**src/rtl/vmc_pkg.sv**
```systemverilog
package vmc_pkg;
  localparam int TAPS  = 5;
  localparam int SLOTS = 5;

  typedef enum logic [1:0] {
    WIN_TOP,
    WIN_BODY,
    WIN_TAIL_EVEN,
    WIN_TAIL_ODD
  } win_kind_e;

  function automatic logic [2:0] slot_back(input logic [2:0] base, input int age);
    int s;
    s = (int'(base) + SLOTS - age) % SLOTS;
    return 3'(s);
  endfunction
endpackage

```
**src/rtl/vmc_linebuf.sv**
```systemverilog
module vmc_linebuf #(
  parameter int DW    = 10,
  parameter int DEPTH = 64,
  localparam int AW   = $clog2(DEPTH)
) (
  input  logic          clk,
  input  logic          we,
  input  logic [AW-1:0] waddr,
  input  logic [DW-1:0] wdata,
  input  logic          re,
  input  logic [AW-1:0] raddr,
  output logic [DW-1:0] rdata
);
  logic [DW-1:0] mem [DEPTH];

  always_ff @(posedge clk) begin
    if (we) mem[waddr] <= wdata;
    if (re) rdata <= mem[raddr];
  end
endmodule

```
**src/rtl/vmc_seq.sv**
```systemverilog
module vmc_seq
  import vmc_pkg::*;
#(
  parameter int IMG_W = 64,
  parameter int IMG_H = 64,
  localparam int CW   = $clog2(IMG_W),
  localparam int RW   = $clog2(IMG_H)
) (
  input  logic          clk,
  input  logic          rst,
  input  logic          in_vld,
  output logic          wr_en,
  output logic [2:0]    wr_slot,
  output logic [CW-1:0] wr_addr,
  output logic          rd_en,
  output logic [CW-1:0] rd_addr,
  output logic          iss_vld,
  output win_kind_e     iss_kind,
  output logic [2:0]    iss_base,
  output logic          fl_act,
  output logic [CW-1:0] fl_col,
  output logic [RW-1:0] row_idx
);
  localparam logic [CW-1:0] COL_LAST = CW'(IMG_W - 1);
  localparam logic [RW-1:0] ROW_LAST = RW'(IMG_H - 1);
  localparam win_kind_e TAIL_KIND = (IMG_H % 2 == 0) ? WIN_TAIL_EVEN : WIN_TAIL_ODD;

  logic [CW-1:0] col;
  logic [2:0]    slot, fl_base, next_slot;
  logic          live_win;

  assign next_slot = (slot == 3'd4) ? 3'd0 : slot + 3'd1;
  assign live_win  = in_vld && !row_idx[0] && (row_idx >= RW'(2));

  assign wr_en    = in_vld;
  assign wr_slot  = slot;
  assign wr_addr  = col;
  assign iss_vld  = live_win || fl_act;
  assign rd_en    = iss_vld;
  assign rd_addr  = fl_act ? fl_col : col;
  assign iss_base = fl_act ? fl_base : slot;

  always_comb begin
    if (fl_act)                  iss_kind = TAIL_KIND;
    else if (row_idx == RW'(2))  iss_kind = WIN_TOP;
    else                         iss_kind = WIN_BODY;
  end

  always_ff @(posedge clk) begin
    if (rst) begin
      col     <= '0;
      row_idx <= '0;
      slot    <= '0;
      fl_act  <= 1'b0;
      fl_col  <= '0;
      fl_base <= '0;
    end else begin
      if (fl_act) begin
        if (fl_col == COL_LAST) fl_act <= 1'b0;
        else                    fl_col <= fl_col + CW'(1);
      end
      if (in_vld) begin
        if (col == COL_LAST) begin
          col  <= '0;
          slot <= next_slot;
          if (row_idx == ROW_LAST) begin
            row_idx <= '0;
            fl_act  <= 1'b1;
            fl_col  <= '0;
            fl_base <= next_slot;
          end else begin
            row_idx <= row_idx + RW'(1);
          end
        end else begin
          col <= col + CW'(1);
        end
      end
    end
  end
endmodule

```
**src/rtl/vmc_tapmux.sv**
```systemverilog
module vmc_tapmux
  import vmc_pkg::*;
#(
  parameter int DW = 10
) (
  input  logic                   clk,
  input  logic                   rst,
  input  logic                   iss_vld,
  input  win_kind_e              iss_kind,
  input  logic [2:0]             iss_base,
  input  logic [DW-1:0]          live_pix,
  input  logic [SLOTS-1:0][DW-1:0] rd_data,
  output logic                   out_vld,
  output logic [TAPS*DW-1:0]     out_win
);
  logic          s1_vld;
  win_kind_e     s1_kind;
  logic [2:0]    s1_base;
  logic [DW-1:0] s1_live;
  logic [DW-1:0] age [1:4];
  logic [DW-1:0] tap [TAPS];

  always_ff @(posedge clk) begin
    if (rst) begin
      s1_vld  <= 1'b0;
      s1_kind <= WIN_BODY;
      s1_base <= '0;
      s1_live <= '0;
    end else begin
      s1_vld <= iss_vld;
      if (iss_vld) begin
        s1_kind <= iss_kind;
        s1_base <= iss_base;
        s1_live <= live_pix;
      end
    end
  end

  for (genvar a = 1; a <= 4; a++) begin : g_age
    assign age[a] = rd_data[slot_back(s1_base, a)];
  end

  always_comb begin
    unique case (s1_kind)
      WIN_TOP:       begin tap[0] = s1_live; tap[1] = age[1]; tap[2] = age[2]; tap[3] = age[1]; tap[4] = s1_live; end
      WIN_BODY:      begin tap[0] = age[4];  tap[1] = age[3]; tap[2] = age[2]; tap[3] = age[1]; tap[4] = s1_live; end
      WIN_TAIL_EVEN: begin tap[0] = age[4];  tap[1] = age[3]; tap[2] = age[2]; tap[3] = age[1]; tap[4] = age[2];  end
      default:       begin tap[0] = age[3];  tap[1] = age[2]; tap[2] = age[1]; tap[3] = age[2]; tap[4] = age[3];  end
    endcase
  end

  always_ff @(posedge clk) begin
    if (rst) out_vld <= 1'b0;
    else     out_vld <= s1_vld;
  end

  for (genvar k = 0; k < TAPS; k++) begin : g_out
    always_ff @(posedge clk) begin
      if (s1_vld) out_win[k*DW +: DW] <= tap[k];
    end
  end
endmodule

```
**src/rtl/vmc_column_window.sv**
```systemverilog
module vmc_column_window
  import vmc_pkg::*;
#(
  parameter int DW    = 10,
  parameter int IMG_W = 64,
  parameter int IMG_H = 64,
  localparam int CW   = $clog2(IMG_W),
  localparam int RW   = $clog2(IMG_H)
) (
  input  logic               clk,
  input  logic               rst,
  input  logic               in_vld,
  input  logic [DW-1:0]      in_pix,
  output logic               out_vld,
  output logic [TAPS*DW-1:0] out_win
);
  // Tiles must be at least 3 rows high and 2 pixels wide.
  logic                    wr_en, rd_en, iss_vld, fl_act;
  logic [2:0]              wr_slot, iss_base;
  logic [CW-1:0]           wr_addr, rd_addr, fl_col;
  logic [RW-1:0]           row_idx;
  win_kind_e               iss_kind;
  logic [SLOTS-1:0][DW-1:0] rd_data;

  vmc_seq #(.IMG_W(IMG_W), .IMG_H(IMG_H)) u_seq (
    .clk(clk), .rst(rst), .in_vld(in_vld),
    .wr_en(wr_en), .wr_slot(wr_slot), .wr_addr(wr_addr),
    .rd_en(rd_en), .rd_addr(rd_addr),
    .iss_vld(iss_vld), .iss_kind(iss_kind), .iss_base(iss_base),
    .fl_act(fl_act), .fl_col(fl_col), .row_idx(row_idx)
  );

  for (genvar g = 0; g < SLOTS; g++) begin : g_buf
    vmc_linebuf #(.DW(DW), .DEPTH(IMG_W)) u_buf (
      .clk(clk),
      .we(wr_en && (wr_slot == 3'(g))),
      .waddr(wr_addr), .wdata(in_pix),
      .re(rd_en), .raddr(rd_addr),
      .rdata(rd_data[g])
    );
  end

  vmc_tapmux #(.DW(DW)) u_mux (
    .clk(clk), .rst(rst),
    .iss_vld(iss_vld), .iss_kind(iss_kind), .iss_base(iss_base),
    .live_pix(in_pix), .rd_data(rd_data),
    .out_vld(out_vld), .out_win(out_win)
  );
endmodule

```
**config.mk**
```make
export PLATFORM = sky130hd
export DESIGN_NAME = vmc_column_window
export DESIGN_NICKNAME = d
export VERILOG_FILES = /design/src/rtl/vmc_pkg.sv /design/src/rtl/vmc_linebuf.sv /design/src/rtl/vmc_seq.sv /design/src/rtl/vmc_tapmux.sv /design/src/rtl/vmc_column_window.sv
export SDC_FILE = /design/constraint.sdc
export NUM_CORES = 2
export LEC_CHECK = 0
export BUFFER_PORTS_ARGS = -buffer_cell sky130_fd_sc_hd__buf_4
export CORE_ASPECT_RATIO = 0.9
export CORE_UTILIZATION = 50
export CTS_BUF_LIST = sky130_fd_sc_hd__clkbuf_8
export DETAILED_ROUTE_END_ITERATION = 10
export PLACE_DENSITY = 0.65
export SYNTH_ARGS = -nofsm -noshare
export SYNTH_HDL_FRONTEND = slang
export SYNTH_SLANG_ARGS = --single-unit
```
**constraint.sdc**
```tcl
create_clock -name clk -period 16.8 [get_ports clk]
set_clock_uncertainty 0.1 [all_clocks]
set_input_delay 2.52 -clock clk [delete_from_list [all_inputs] [get_ports clk]]
set_output_delay 2.52 -clock clk [all_outputs]
set_load 0.02 [all_outputs]
```
Word-level counts from Yosys, hierarchy flattened
Memories as Yosys holds them, arrays and structs flattened. A register that Yosys moved wholly into a read port is not among the register bits. Index checks and enable logic that the tools add are counted.

RAM bits: 3200. Bits in latches: 0. Input port bits: 13. Memory bits (read-only): 0. Flip-flop bits (word level): 92. Memories kept: 5. Output and inout bits: 51. Logic and storage cells: 98.

Memory list: g_buf[0].u_buf.mem (depth 64, width 10, rd ports 1, clocked after Yosys merged registers in 1, wr ports 1, line vmc_linebuf.sv:14) `logic [DW-1:0] mem [DEPTH];`; g_buf[1].u_buf.mem (depth 64, width 10, rd ports 1, clocked after Yosys merged registers in 1, wr ports 1, line vmc_linebuf.sv:14); g_buf[2].u_buf.mem (depth 64, width 10, rd ports 1, clocked after Yosys merged registers in 1, wr ports 1, line vmc_linebuf.sv:14); g_buf[3].u_buf.mem (depth 64, width 10, rd ports 1, clocked after Yosys merged registers in 1, wr ports 1, line vmc_linebuf.sv:14); g_buf[4].u_buf.mem (depth 64, width 10, rd ports 1, clocked after Yosys merged registers in 1, wr ports 1, line vmc_linebuf.sv:14).

Shift-type cells: 0. Reductions and logical operators: 13. Equality and inequality tests: 10. Magnitude comparators: 5. Div/mod/pow operators: 4. $add $sub $neg: 9. $mul: 0. Bitwise gates (word level): 0. Mux-type cells: 36.

Operators with widths (number): one-hot mux 50 bit (3 select lines) (1); modulo 32 x 4 -> 32 bit, second input constant (4); binary-select mux 10 bit (select 3 bit) (4); subtractor 32 x 3 -> 32 bit, second input constant (2); 2-to-1 mux 6 bit (8); 2-to-1 mux 10 bit (4); subtractor 32 x 2 -> 32 bit, second input constant (1); subtractor 32 x 4 -> 32 bit, second input constant (1); adder 6 x 1 -> 6 bit, second input constant (3); == test 6 bit, second input constant (3); < comparator 3 x 4 -> 1 bit, second input constant (4); 2-to-1 mux 1 bit (16); logical AND 1 bit (7); == test 3 x 2 -> 1 bit, second input constant (2); == test 6 x 2 -> 1 bit, second input constant (1); greater-or-equal comparator 6 x 2 -> 1 bit, second input constant (1); 2-to-1 mux 3 bit (2); adder 3 x 3 -> 4 bit, second input constant (1); adder 3 x 1 -> 3 bit, second input constant (1); == test 3 x 1 -> 1 bit, second input constant (1); == test 3 bit, second input constant (1); logical NOT 3 bit (1); AND reduction 3 bit (1); == test 2 x 1 -> 1 bit, second input constant (1); other kinds (6) (6).

Logic depth before layout (Yosys ltp)
Word-level depth: 6. Depth in mapped cells: 46. Mapped depth without buffers: 37.

Cells and area by module
Synthesis repeated with hierarchy kept, for this count alone.

Cells, all modules: 6872. Area, all modules: 136178.1 µm².

By module, submodules not included: vmc_linebuf (cells an instance 1118, instances 5, area each 25201.7 µm²); vmc_tapmux (cells an instance 1097, instances 1, area each 8638.3 µm²); vmc_seq (cells an instance 180, instances 1, area each 1467.7 µm²); vmc_column_window (cells an instance 5, instances 1, area each 63.8 µm²).

Worst setup path before layout
OpenSTA, ideal clock, no wires.

Path kind: register -> register. Start: register u_mux.s1_base[0]. End: register u_mux.out_win[19], data pin. Setup time: 0.279 ns. Slack: 7.412 ns. Arrival time: 9.009 ns. Clock period less this slack: 9.388 ns. Cell stages (with the launch flop): 46. Cells stage by stage: dfxtp_1 -> buf_2 -> buf_1 -> inv_1 -> ha_1 -> buf_2 -> buf_1 -> nor2_1 -> ha_1 -> buf_2 -> buf_1 -> inv_1 -> ha_1 -> inv_1 -> o31ai_4 -> xnor2_1 -> nand2_1 -> mux2_4 -> [... 10 more ...] -> ha_1 -> nand2b_1 -> nand2_1 -> a31oi_1 -> a311oi_4 -> xnor2_1 -> buf_2 -> inv_1 -> ha_1 -> nand2b_1 -> inv_1 -> or4b_1 -> a221oi_1 -> nor2_1 -> and2_1 -> buf_2 -> a222oi_1 -> a211oi_1.

RTL lines: start, declared (line vmc_tapmux.sv:18) `logic [2:0] s1_base;`; start signal, assigned (line vmc_tapmux.sv:33) `s1_base <= iss_base;`; end signal, assigned by index (line vmc_tapmux.sv:59) `if (s1_vld) out_win[k*DW +: DW] <= tap[k];`; end, declared (line vmc_tapmux.sv:14) `output logic [TAPS*DW-1:0] out_win`.

==> summary.txt <==
Worst setup path
  • Worst reg-to-reg path cell count: 34
  • Crit path launch type: flip-flop
  • CP Data Arrival Time: 11490 ps
  • Most Frequent Cell on Critical Path: ha_1
  • Worst Path Required: ~17000 ps
  • Critical path's largest stage delay: roughly 870 ps
  • CP max stage cell: mux2i_4
  • Setup Crit Path Kind: reg2reg
  • CP endpoint kind: flip-flop
  • Critical path peak fanout: 29

Final layout
  • # fillers: 20507
  • Total Nets Final: approximately 7700
  • Final Cell Area: between 100000 and 150000 sq um
  • Most frequent cells in the layout: edfxtp_1, nand2_1, mux4_2
  • Multi-input logic area: 33000 sq um
  • Commonest non-fill, non-tap cell in the layout: edfxtp_1
  • Fraction of layout cells with a size suffix above 1: between 20% and 30%
  • FF+latch area: ~100000 sq um
  • Layout area overhead: 10.5%

Floorplan
  • Die X: between 500 and 600 um
  • Die area: ~270000 sq um
  • IO Count: between 60 and 70
  • FP Rows: 180
  • Die height: roughly 490 um
  • Initial core utilization: 50.3%
  • Core footprint: 268000 sq um

Synth
  • Post-synthesis net count: approximately 7400
  • Async SR Flop Fraction: 0%
  • Netlist area before placement: about 130000 sq um
  • Synth unique cells: 96
  • YS warnings: 0
  • Post-synth EDFFs: 3300
  • Syn avg cell area: around 18 sq um
  • Post-synthesis sequential area ratio: around 74%
  • Area contributors post-synth: edfxtp_1, mux4_2, nand2_1
  • Post-synth top area cell: edfxtp_1
  • Share of the synthesized area in the top cell type: 73.6%
  • Post-synth top flop: edfxtp_1
  • Post-Synthesis Cells: ~7300
  • Number of synthesized register bits: 3342

Power
  • Power per cell area: about 110 nW/um^2
  • Switch share: 23.0%
  • Clk pwr share: about 39%
  • Comb pwr share: under 10%
  • Internal power: between 10 and 15 mW
  • Lkg Pwr: between 40 and 50 nW
  • Sequential Power Share: 55.2%
  • VDD IR max: slightly below 0.1 mV
  • Psw: about 3.8 mW

Drt
  • Via Count: about 73000
  • Wire per inst: approximately 31 um
  • DRT antenna net count: 0
  • Initial drt markers: 9500
  • DRT Pass-1 Iters: 6
  • DRC Markers: 0
  • Number of vias per cell: 6.33
  • Final wirelength: between 300000 and 400000 um

Global routing
  • Antenna violations before repair: 21
  • Global Route met2 Usage: 39.5%
  • Total track usage: between 20% and 30%
  • Busiest layer in global routing: met2
  • First-pass GRT wire length: around 520000 um
  • Largest net degree at the start of global routing: 154
  • Vias in the first global route: between 70000 and 80000
  • M3 GR Usage: 6.55%
  • Met1 Use GR: between 30% and 40%
  • GR Overflow Total: 0

Timing
  • Final Setup Violations: 0
  • Max Slew Vio Count: 0
  • Final period util: about 65%
  • Setup_tns: 0 ps
  • RSZ-0062 raised after global routing: no
  • Final Critical Period: 10890 ps
  • Fmax: approximately 92 MHz
  • Min Hold Slack: between 400 and 500 ps
  • Fin. Hold Viols: 0
  • Slew margin rel.: under 10%
  • Worst-Margin Slew: 1390 ps

Clock tree
  • CTS tree: yes
  • Clock root buffer: clkbuf_8
  • CTS Buf Count: 539
  • Clk sinks: 3342
  • Post-CTS Hold Buffers: 0
  • Reg clk slew, reported paths: 50 ps
  • Clk_lat worst skew: between 1000 and 1500 ps
  • CTS resizes: 0
  • Max Buffers Root-to-Sink: 4
  • Htree depth: 6
  • Total setup buffers inserted after CTS: 0

Hold path
  • Worst hold path type: reg2reg
  • Hold Crit Depth: 2

Place
  • Post-DP Area: around 140000 sq um
  • GPL Wtd Cong: 0.853
  • IO Port Bufs: 63
  • Post-DP HPWL: 212000 um

Run status
  • Status: finished clean

Job
  • Number of max-cap violations: 0
path summary, 6_finish.rpt:
check	from	end	slack, ps
worst max-delay path	u_mux.s1_base[0]	u_mux.out_win[16]	5910
worst min-delay path	u_mux.s1_kind[1]	u_mux.s1_kind[1]	410
worst max register to register	u_mux.s1_base[0]	u_mux.out_win[16]	5910
worst min register to register	u_mux.s1_kind[1]	u_mux.s1_kind[1]	410
cell usage after synthesis, drive strengths merged (15+ instances only):
master,count
nand3,240
a221oi,18
mux4,814
nor2,438
clkbuf,292
nor3,25
and3,121
dfxtp,42
buf,165
edfxtp,3300
o21ai,28
nand2b,15
nand4,16
a311oi,157
a31oi,75
a21oi,113
xnor2,28
mux2i,61
nand2,981
a211oi,17
mux2,37
ha,47
inv,49
worst max-delay path: cells and delay by family (launching register included):
kind	cells	cell delay [ps]
flops	1	300
compound gates	9	2700
simple gates	8	1600
mux	3	1630
buf+inv	5	990
fa+ha+maj	6	2250
xor+xnor	3	1030
layout make-up:
type,instances,share of cell area (%)
Multi-Input combinational cell,3470,22.2
Sequential cell,3342,67.2
Inverter,53,0.134
Antenna cell,5,0.00841
Tap cell,3549,2.98
Clock buffer,552,5.11
Timing Repair Buffer,196,1.12
Clock inverter,365,1.31
power groups by stage:
stage,Combinational (mW),Sequential [mW],Clock [mW]
final,1.01,9.17,6.43
after global routing,1.07,9.16,6.86
after global placement,1.01,9.34,0
after detailed placement,1.02,9.34,0
after CTS,1.02,9.17,6.51
after floorplan,0.602,9.34,0
routing by layer:
layer	wire length, um	part of all wire, %
met5	33	0.0091
met4	12000	3.3
met3	38100	11
met2	165000	46
met1	146000	40
state kept, by name, indices dropped and copies added (netlist names):
register and count:
u_seq.fl_base 3, u_mux.out_vld 1, u_mux.s1_base 3, u_mux.out_win 50
g_buf.u_buf.rdata 50, u_seq.fl_act 1, u_seq.row_idx 6, u_seq.wr_addr 6
u_seq.wr_slot 3, u_mux.s1_live 10, g_buf.u_buf.mem 3200, u_seq.fl_col 6
u_mux.s1_kind 2, u_mux.s1_vld 1
stage by stage:
| step | utilization (%) | cells | worst slack (ps) | total power [mW] |
|---|---|---|---|---|
| 6_report | 55.6 | 11532 | 5910 | 16.6 |
| 5_1_grt | 55.6 | 11528 | 4950 | 17.1 |
| 4_1_cts | 55.6 | 11526 | 5940 | 16.7 |
| 3_5_place_dp | 52.0 | 10609 | 5980 | 10.4 |
| 3_3_place_gp | 52.0 | 10609 | 6240 | 10.3 |
| 2_1_floorplan | - | 7322 | 7410 | 9.94 |
kinds of logic after synthesis:
family                   synth area share (%)
AO/OA/AOI/OAI                            3.12
XOR/XNOR                                0.318
adder cells (fa/ha/maj)                 0.437
buffers and inverters                    1.45
flip-flops                               74.2
multiplexers                             14.4
AND/OR/NAND/NOR                          6.07
Note: power is estimated with default switching activity, not from simulation.
